[src/rtl/mlg_pkg.sv]
package mlg_pkg;
  typedef enum logic [1:0] {
    PEND_NONE   = 2'd0,
    PEND_LOCK   = 2'd1,
    PEND_UNLOCK = 2'd2
  } pend_e;

  typedef struct packed {
    logic engage;
    logic disengage;
    logic cfgLoad;
  } lock_stb_t;
endpackage

[src/rtl/mlg_ctrl.sv]
module mlg_ctrl
  import mlg_pkg::*;
#(
  parameter int ADDR_W = 8,
  parameter int DATA_W = 8,
  parameter logic [ADDR_W-1:0] CFG_ADDR = 8'hFA,
  parameter logic [ADDR_W-1:0] PW_HI_ADDR = 8'hFB,
  parameter logic [ADDR_W-1:0] PW_LO_ADDR = 8'hFC,
  parameter logic [DATA_W-1:0] LOCK_HI = 8'h56,
  parameter logic [DATA_W-1:0] LOCK_LO = 8'h25,
  parameter logic [DATA_W-1:0] OPEN_HI = 8'h67,
  parameter logic [DATA_W-1:0] OPEN_LO = 8'h36
) (
  input  logic              clk,
  input  logic              rstN,
  input  logic              txnStart,
  input  logic              txnStop,
  input  logic              wrValid,
  input  logic [ADDR_W-1:0] wrAddr,
  input  logic [DATA_W-1:0] wrData,
  input  logic              wpIn,
  input  logic              wrPermit,
  output lock_stb_t         stb
);
  pend_e pendQ;
  logic  boundary, liveWrite, hitHi, hitLo, hitCfg;

  assign boundary  = txnStart | txnStop;
  assign liveWrite = wrValid & ~wpIn & ~boundary;
  assign hitHi     = (wrAddr == PW_HI_ADDR);
  assign hitLo     = (wrAddr == PW_LO_ADDR);
  assign hitCfg    = (wrAddr == CFG_ADDR);

  always_ff @(posedge clk) begin
    if (!rstN || boundary) begin
      pendQ <= PEND_NONE;
    end else if (liveWrite && hitHi) begin
      if (wrData == LOCK_HI)      pendQ <= PEND_LOCK;
      else if (wrData == OPEN_HI) pendQ <= PEND_UNLOCK;
      else                        pendQ <= PEND_NONE;
    end else if (liveWrite && hitLo) begin
      pendQ <= PEND_NONE;
    end
  end

  always_comb begin
    stb           = '0;
    stb.engage    = liveWrite & hitLo & (pendQ == PEND_LOCK)   & (wrData == LOCK_LO);
    stb.disengage = liveWrite & hitLo & (pendQ == PEND_UNLOCK) & (wrData == OPEN_LO);
    stb.cfgLoad   = wrValid & hitCfg & wrPermit;
  end

  // a transaction boundary always forgets a half-written password
  assert_pend_clear_R6: assert property (@(posedge clk) disable iff (!rstN)
    boundary |=> (pendQ == PEND_NONE));
  // engage and release never fire together
  assert_one_strobe_R4: assert property (@(posedge clk) disable iff (!rstN)
    $onehot0({stb.engage, stb.disengage}));
  // a pair completes only after a matching first byte was recorded
  assert_pair_order_R6: assert property (@(posedge clk) disable iff (!rstN)
    (stb.engage || stb.disengage) |-> (pendQ != PEND_NONE));
endmodule

[src/rtl/mlg_datapath.sv]
module mlg_datapath
  import mlg_pkg::*;
#(
  parameter int ADDR_W = 8,
  parameter int SEL_W = 3,
  parameter logic [ADDR_W-1:0] BLOCK_BASE = 8'h80,
  parameter logic [ADDR_W-1:0] PAGE_BASE = 8'hF8
) (
  input  logic              clk,
  input  logic              rstN,
  input  lock_stb_t         stb,
  input  logic [SEL_W-1:0]  cfgData,
  input  logic              wpIn,
  input  logic [ADDR_W-1:0] wrAddr,
  input  logic [ADDR_W-1:0] queryAddr,
  output logic              wrPermit,
  output logic              queryPermit
);
  localparam int LOOKUPS = 2;
  localparam int PART_W = $clog2(SEL_W);

  logic [SEL_W-1:0]  cfgReg;
  logic              lockedReg;
  logic [ADDR_W-1:0] lkAddr   [LOOKUPS];
  logic              lkPermit [LOOKUPS];

  function automatic logic [PART_W-1:0] partOf(input logic [ADDR_W-1:0] a);
    if (a >= PAGE_BASE)       return PART_W'(2);
    else if (a >= BLOCK_BASE) return PART_W'(1);
    else                      return PART_W'(0);
  endfunction

  always_ff @(posedge clk) begin
    if (!rstN) begin
      cfgReg    <= '0;
      lockedReg <= 1'b0;
    end else begin
      if (stb.cfgLoad)   cfgReg    <= cfgData;
      if (stb.engage)    lockedReg <= 1'b1;
      if (stb.disengage) lockedReg <= 1'b0;
    end
  end

  assign lkAddr[0] = wrAddr;
  assign lkAddr[1] = queryAddr;

  for (genvar g = 0; g < LOOKUPS; g++) begin : g_lookup
    assign lkPermit[g] = ~wpIn & ~(lockedReg & cfgReg[partOf(lkAddr[g])]);
  end

  assign wrPermit    = lkPermit[0];
  assign queryPermit = lkPermit[1];

  // the select changes only on a load strobe
  assert_cfg_hold_R3: assert property (@(posedge clk) disable iff (!rstN)
    !stb.cfgLoad |=> $stable(cfgReg));
  // no load strobe arrives while the page holding the select is locked
  assert_cfg_guard_R7: assert property (@(posedge clk) disable iff (!rstN)
    stb.cfgLoad |-> !(lockedReg && cfgReg[SEL_W-1]));
  // the lock engages only after an engage strobe
  assert_lock_src_R4: assert property (@(posedge clk) disable iff (!rstN)
    $rose(lockedReg) |-> $past(stb.engage));
  // the lock releases only after a release strobe
  assert_unlock_src_R5: assert property (@(posedge clk) disable iff (!rstN)
    $fell(lockedReg) |-> $past(stb.disengage));
  // write-protect freezes all lock state
  assert_wp_freeze_R8: assert property (@(posedge clk) disable iff (!rstN)
    wpIn |=> ($stable(cfgReg) && $stable(lockedReg)));
endmodule

[src/rtl/mem_lock_guard.sv]
module mem_lock_guard
  import mlg_pkg::*;
#(
  parameter int ADDR_W = 8,
  parameter int DATA_W = 8,
  parameter int SEL_W = 3,
  parameter logic [ADDR_W-1:0] BLOCK_BASE = 8'h80,
  parameter logic [ADDR_W-1:0] PAGE_BASE = 8'hF8,
  parameter logic [ADDR_W-1:0] CFG_ADDR = 8'hFA,
  parameter logic [ADDR_W-1:0] PW_HI_ADDR = 8'hFB,
  parameter logic [ADDR_W-1:0] PW_LO_ADDR = 8'hFC,
  parameter logic [DATA_W-1:0] LOCK_HI = 8'h56,
  parameter logic [DATA_W-1:0] LOCK_LO = 8'h25,
  parameter logic [DATA_W-1:0] OPEN_HI = 8'h67,
  parameter logic [DATA_W-1:0] OPEN_LO = 8'h36
) (
  input  logic              clk,
  input  logic              rstN,
  input  logic              txnStart,
  input  logic              txnStop,
  input  logic              wrValid,
  input  logic [ADDR_W-1:0] wrAddr,
  input  logic [DATA_W-1:0] wrData,
  input  logic              wpIn,
  input  logic [ADDR_W-1:0] queryAddr,
  output logic              wrPermit,
  output logic              queryPermit
);
  lock_stb_t stb;

  mlg_ctrl #(
    .ADDR_W(ADDR_W), .DATA_W(DATA_W), .CFG_ADDR(CFG_ADDR),
    .PW_HI_ADDR(PW_HI_ADDR), .PW_LO_ADDR(PW_LO_ADDR),
    .LOCK_HI(LOCK_HI), .LOCK_LO(LOCK_LO), .OPEN_HI(OPEN_HI), .OPEN_LO(OPEN_LO)
  ) u_ctrl (
    .clk(clk), .rstN(rstN), .txnStart(txnStart), .txnStop(txnStop),
    .wrValid(wrValid), .wrAddr(wrAddr), .wrData(wrData), .wpIn(wpIn),
    .wrPermit(wrPermit), .stb(stb)
  );

  mlg_datapath #(
    .ADDR_W(ADDR_W), .SEL_W(SEL_W), .BLOCK_BASE(BLOCK_BASE), .PAGE_BASE(PAGE_BASE)
  ) u_dp (
    .clk(clk), .rstN(rstN), .stb(stb), .cfgData(wrData[SEL_W-1:0]), .wpIn(wpIn),
    .wrAddr(wrAddr), .queryAddr(queryAddr),
    .wrPermit(wrPermit), .queryPermit(queryPermit)
  );
endmodule

[config.mk]
export PLATFORM = sky130hd
export DESIGN_NAME = mem_lock_guard
export DESIGN_NICKNAME = d
export VERILOG_FILES = /design/src/rtl/mlg_pkg.sv /design/src/rtl/mlg_ctrl.sv /design/src/rtl/mlg_datapath.sv /design/src/rtl/mem_lock_guard.sv
export SDC_FILE = /design/constraint.sdc
export NUM_CORES = 1
export LEC_CHECK = 0
export BUFFER_PORTS_ARGS = -buffer_cell sky130_fd_sc_hd__buf_2
export CAP_MARGIN = 20
export CORE_AREA = 2 2 39 41
export CTS_BUF_LIST = sky130_fd_sc_hd__clkbuf_8
export DETAILED_ROUTE_END_ITERATION = 8
export DIE_AREA = 0 0 41 43
export PLACE_DENSITY = 0.68
export SYNTH_ARGS = -nofsm -noshare
export SYNTH_HDL_FRONTEND = slang
export SYNTH_SLANG_ARGS = --single-unit
[constraint.sdc]
create_clock -name clk -period 2.7 [get_ports clk]
set_input_delay 0.54 -clock clk [delete_from_list [all_inputs] [get_ports clk]]
set_output_delay 0.54 -clock clk [all_outputs]
set_load 0.02 [all_outputs]
==> results.py <==
metrics = {
    "pwr": {
        "power.share.sequential_pct": 33.4,
        "switchingPower_uw": 60.54,
        "pwr_density_cell_nw_per_um2": 413.4,
        "combPwrFrac_pct": 15.8,
        "power.leakage_uw": 0.0002951,
        "power.share.switching_pct": 22.64,
        "vdd_ir_drop_max_v": 0.0002178,
        "internal-power_uw": 206.9,
        "power.share.clock_pct": 50.8,
    },
    "yosys": {
        "yosysMostFrequentCell": "nand2_1",
        "seq_area_frac_synth_pct": 26.67,
        "syn_area_per_cell_um2": 8.499,
        "ys_top_cells_by_area": "dfxtp_1 (27%), nand2_1 (5.8%), and4b_1 (4.4%)",
        "synth_common_cells": "nand2_1 (7), dfxtp_1 (6), nand3_1 (4), o21ai_0 (4)",
        "yosys_warnings": 0,
        "synth_edf_count": 0,
        "synthArstFlopShare_pct": 0,
        "ys.flop_type": "dfxtp_1",
        "syn_inst": 53,
        "synth_fp_nets": 83,
        "synth_top_cell_by_area": "dfxtp_1",
        "ys_types": 29,
        "synth_area_um2": 450.4,
        "synth_seq_cells": 6,
        "synth_top_area_share_pct": 26.67,
    },
    "timing": {
        "finalHoldViolCount": 0,
        "period_minus_slack_ns": 2.073,
        "fin_worst_skew_ns": 0.002052,
        "tightest_slew_ns": 0.2300,
        "setup_viol": 0,
        "slew_violations": 0,
        "max-slew-margin-rel_pct": 84.46,
        "rsz0062_at_grt": "false",
        "fin_tns_setup_ns": 0,
        "fmax_mhz": 482.3,
        "final_min_period_over_clock_period_pct": 76.79,
    },
    "layout": {
        "drive_above_1_share_pct": 45.78,
        "nets": 115,
        "fin_cells": 99,
        "antennaDiodeCount": 0,
        "area_growth_pct": 43.61,
    },
    "worst_setup_path": {
        "startpoint_type": "primary input",
        "crit_path_max_incr_delay_ns": 0.30,
        "worstSetupPathType": "primary input to output port",
        "reg2reg_depth": 4,
        "path_buf_inv": 2,
        "cp_slowest_cell": "mux2_4",
        "path_cells": "buf_2, and4_4, nand2_4, mux2_4, a21oi_2, buf_2",
        "crit_family": "simple AND/OR/NAND/NOR gates",
        "path_common_cell": "buf_2",
        "end_kind": "output port",
        "required_ns": 2.16,
        "worstPathMaxFanout": 4,
        "cp_num_cells": 6,
        "crit_arrival_ns": 1.53,
    },
    "route": {
        "vias": 529,
        "drcViolationCount": 0,
        "dr.pass1.iters": 4,
        "drt-vias-per-instance": 5.343,
        "ant_nets": 0,
        "wl_um": 1107,
        "drtIter0Drc": 5,
        "wl_per_cell_um": 11.18,
    },
    "floorplanning": {
        "start_util_pct": 32.55,
        "rows": 14,
        "die_w_um": 41,
        "die_y_um": 43,
        "fp.coreArea_um2": 1384,
        "dieArea_um2": 1763,
        "pin_count": 32,
    },
    "grt": {
        "grt_usage_pct": 14.08,
        "grt_pass1_wl_um": 1649,
        "antenna_found_initial": 0,
        "grt_pass1_vias": 422,
        "grt_overflow_total": 0,
        "grt_max_degree": 10,
    },
    "clocking": {
        "postCtsHoldBufs": 0,
        "clockBufferDepth": 2,
        "cts_buffers": 3,
        "cts_tree": "yes",
        "clock_sinks": 6,
        "cts_root_buf": "clkbuf_8",
        "ctsResizeCount": 0,
        "clkTransAtPathRegs_ns": 0.03,
        "clk_latency_ns": 0.23,
        "post_cts_buffers": 0,
        "h-tree-depth": 1,
    },
    "place": {
        "numPortBuffers": 28,
        "gp_congestion": 0.7210,
        "dp_hpwl_um": 923,
        "dp_cells": 96,
    },
    "worst_hold_path": {
        "worstHoldPathCells": 2,
        "hold_path_class": "flop to flop",
    },
    "status": {
        "status": "finished, final reports clean",
    },
    "flow_run": {
        "maxCapViolCount": 0,
    },
}
## area by class of cell
class / count / area [um2]
Tap cell: 16 / 20.02
Clock buffer: 3 / 41.29
Timing Repair Buffer: 28 / 140.1
Fill cell: 144 / 737.0
Sequential cell: 6 / 120.1
Multi-Input combinational cell: 46 / 325.3
## cells by family (layout without fill, tap and decap cells)
family                 count (synthesis)  count (layout)  share of synthesized area, %
AO/OA/AOI/OAI                         13              13                         19.73
flip-flops                             6               6                         26.67
AND/OR/NAND/NOR                       30              30                         44.45
buffers and inverters                  1              31                         1.110
multiplexers                           3               3                         8.054
## worst min-delay path, stage by stage, from the launching register on
cell and delay, ns:
dfxtp_1 0.31, nand3_1 0.06, o21ai_0 0.06
## cells in the final DEF, fill, tap and decap left out, types with 2 or more instances in the layout
master	synthesis	routed
nand2_1	7	7
buf_2	0	28
o21ai_0	4	4
and4b_1	2	2
a21oi_1	2	2
nand3_1	4	4
nor2_1	3	3
nor2b_1	2	2
clkbuf_8	0	3
nand4_1	3	3
dfxtp_1	6	6
## routing by layer
metal	track usage, %	share of wire (%)	up-vias
li1	-	-	273
met1	16.50	41	220
met2	20.31	42	31
met3	3.141	12	5
met4	12.00	4.2	0
met5	0	0	-
## metrics by stage
| stage | worst slack (ns) | area [um2] | util, % | power [uW] | hold slack, ns |
|---|---|---|---|---|---|
| after floorplan | 0.7724 | 450.4 | - | 106.8 | 0.4547 |
| after global placement | 0.6244 | 605.6 | 43.76 | 132.3 | 0.4739 |
| after detailed placement | 0.6198 | 605.6 | 43.76 | 133.1 | 0.4827 |
| after CTS | 0.6182 | 646.9 | 46.75 | 273.0 | 0.4873 |
| after global routing | 0.5730 | 646.9 | 46.75 | 280.0 | 0.5377 |
| final | 0.6267 | 646.9 | 46.75 | 267.4 | 0.4804 |
## worst paths after layout
check / start / end / slack (ns)
worst max-delay path: wrAddr[7] / wrPermit / 0.63
worst min-delay path: u_dp.cfgReg[1] / u_dp.cfgReg[1] / 0.48
worst max register to register: u_ctrl.pendQ[0] / u_dp.lockedReg / 1.59
worst min register to register: u_dp.cfgReg[1] / u_dp.cfgReg[1] / 0.48
## power groups by stage
| stage | clock network [uW] | registers (uW) | logic [uW] |
|---|---|---|---|
| 2_1_floorplan | 0 | 90.5 | 16.3 |
| 3_3_place_gp | 0 | 90.5 | 41.8 |
| 3_5_place_dp | 0 | 90.5 | 42.6 |
| 4_1_cts | 141 | 89.2 | 42.7 |
| 5_1_grt | 144 | 89.1 | 47.4 |
| 6_report | 136 | 89.2 | 42.3 |
## state kept, by name (all words and copies together) (netlist names)
signal          cells
u_dp.lockedReg      1
u_ctrl.pendQ        2
u_dp.cfgReg         3
No activity file was read; power rests on OpenSTA's default activity.
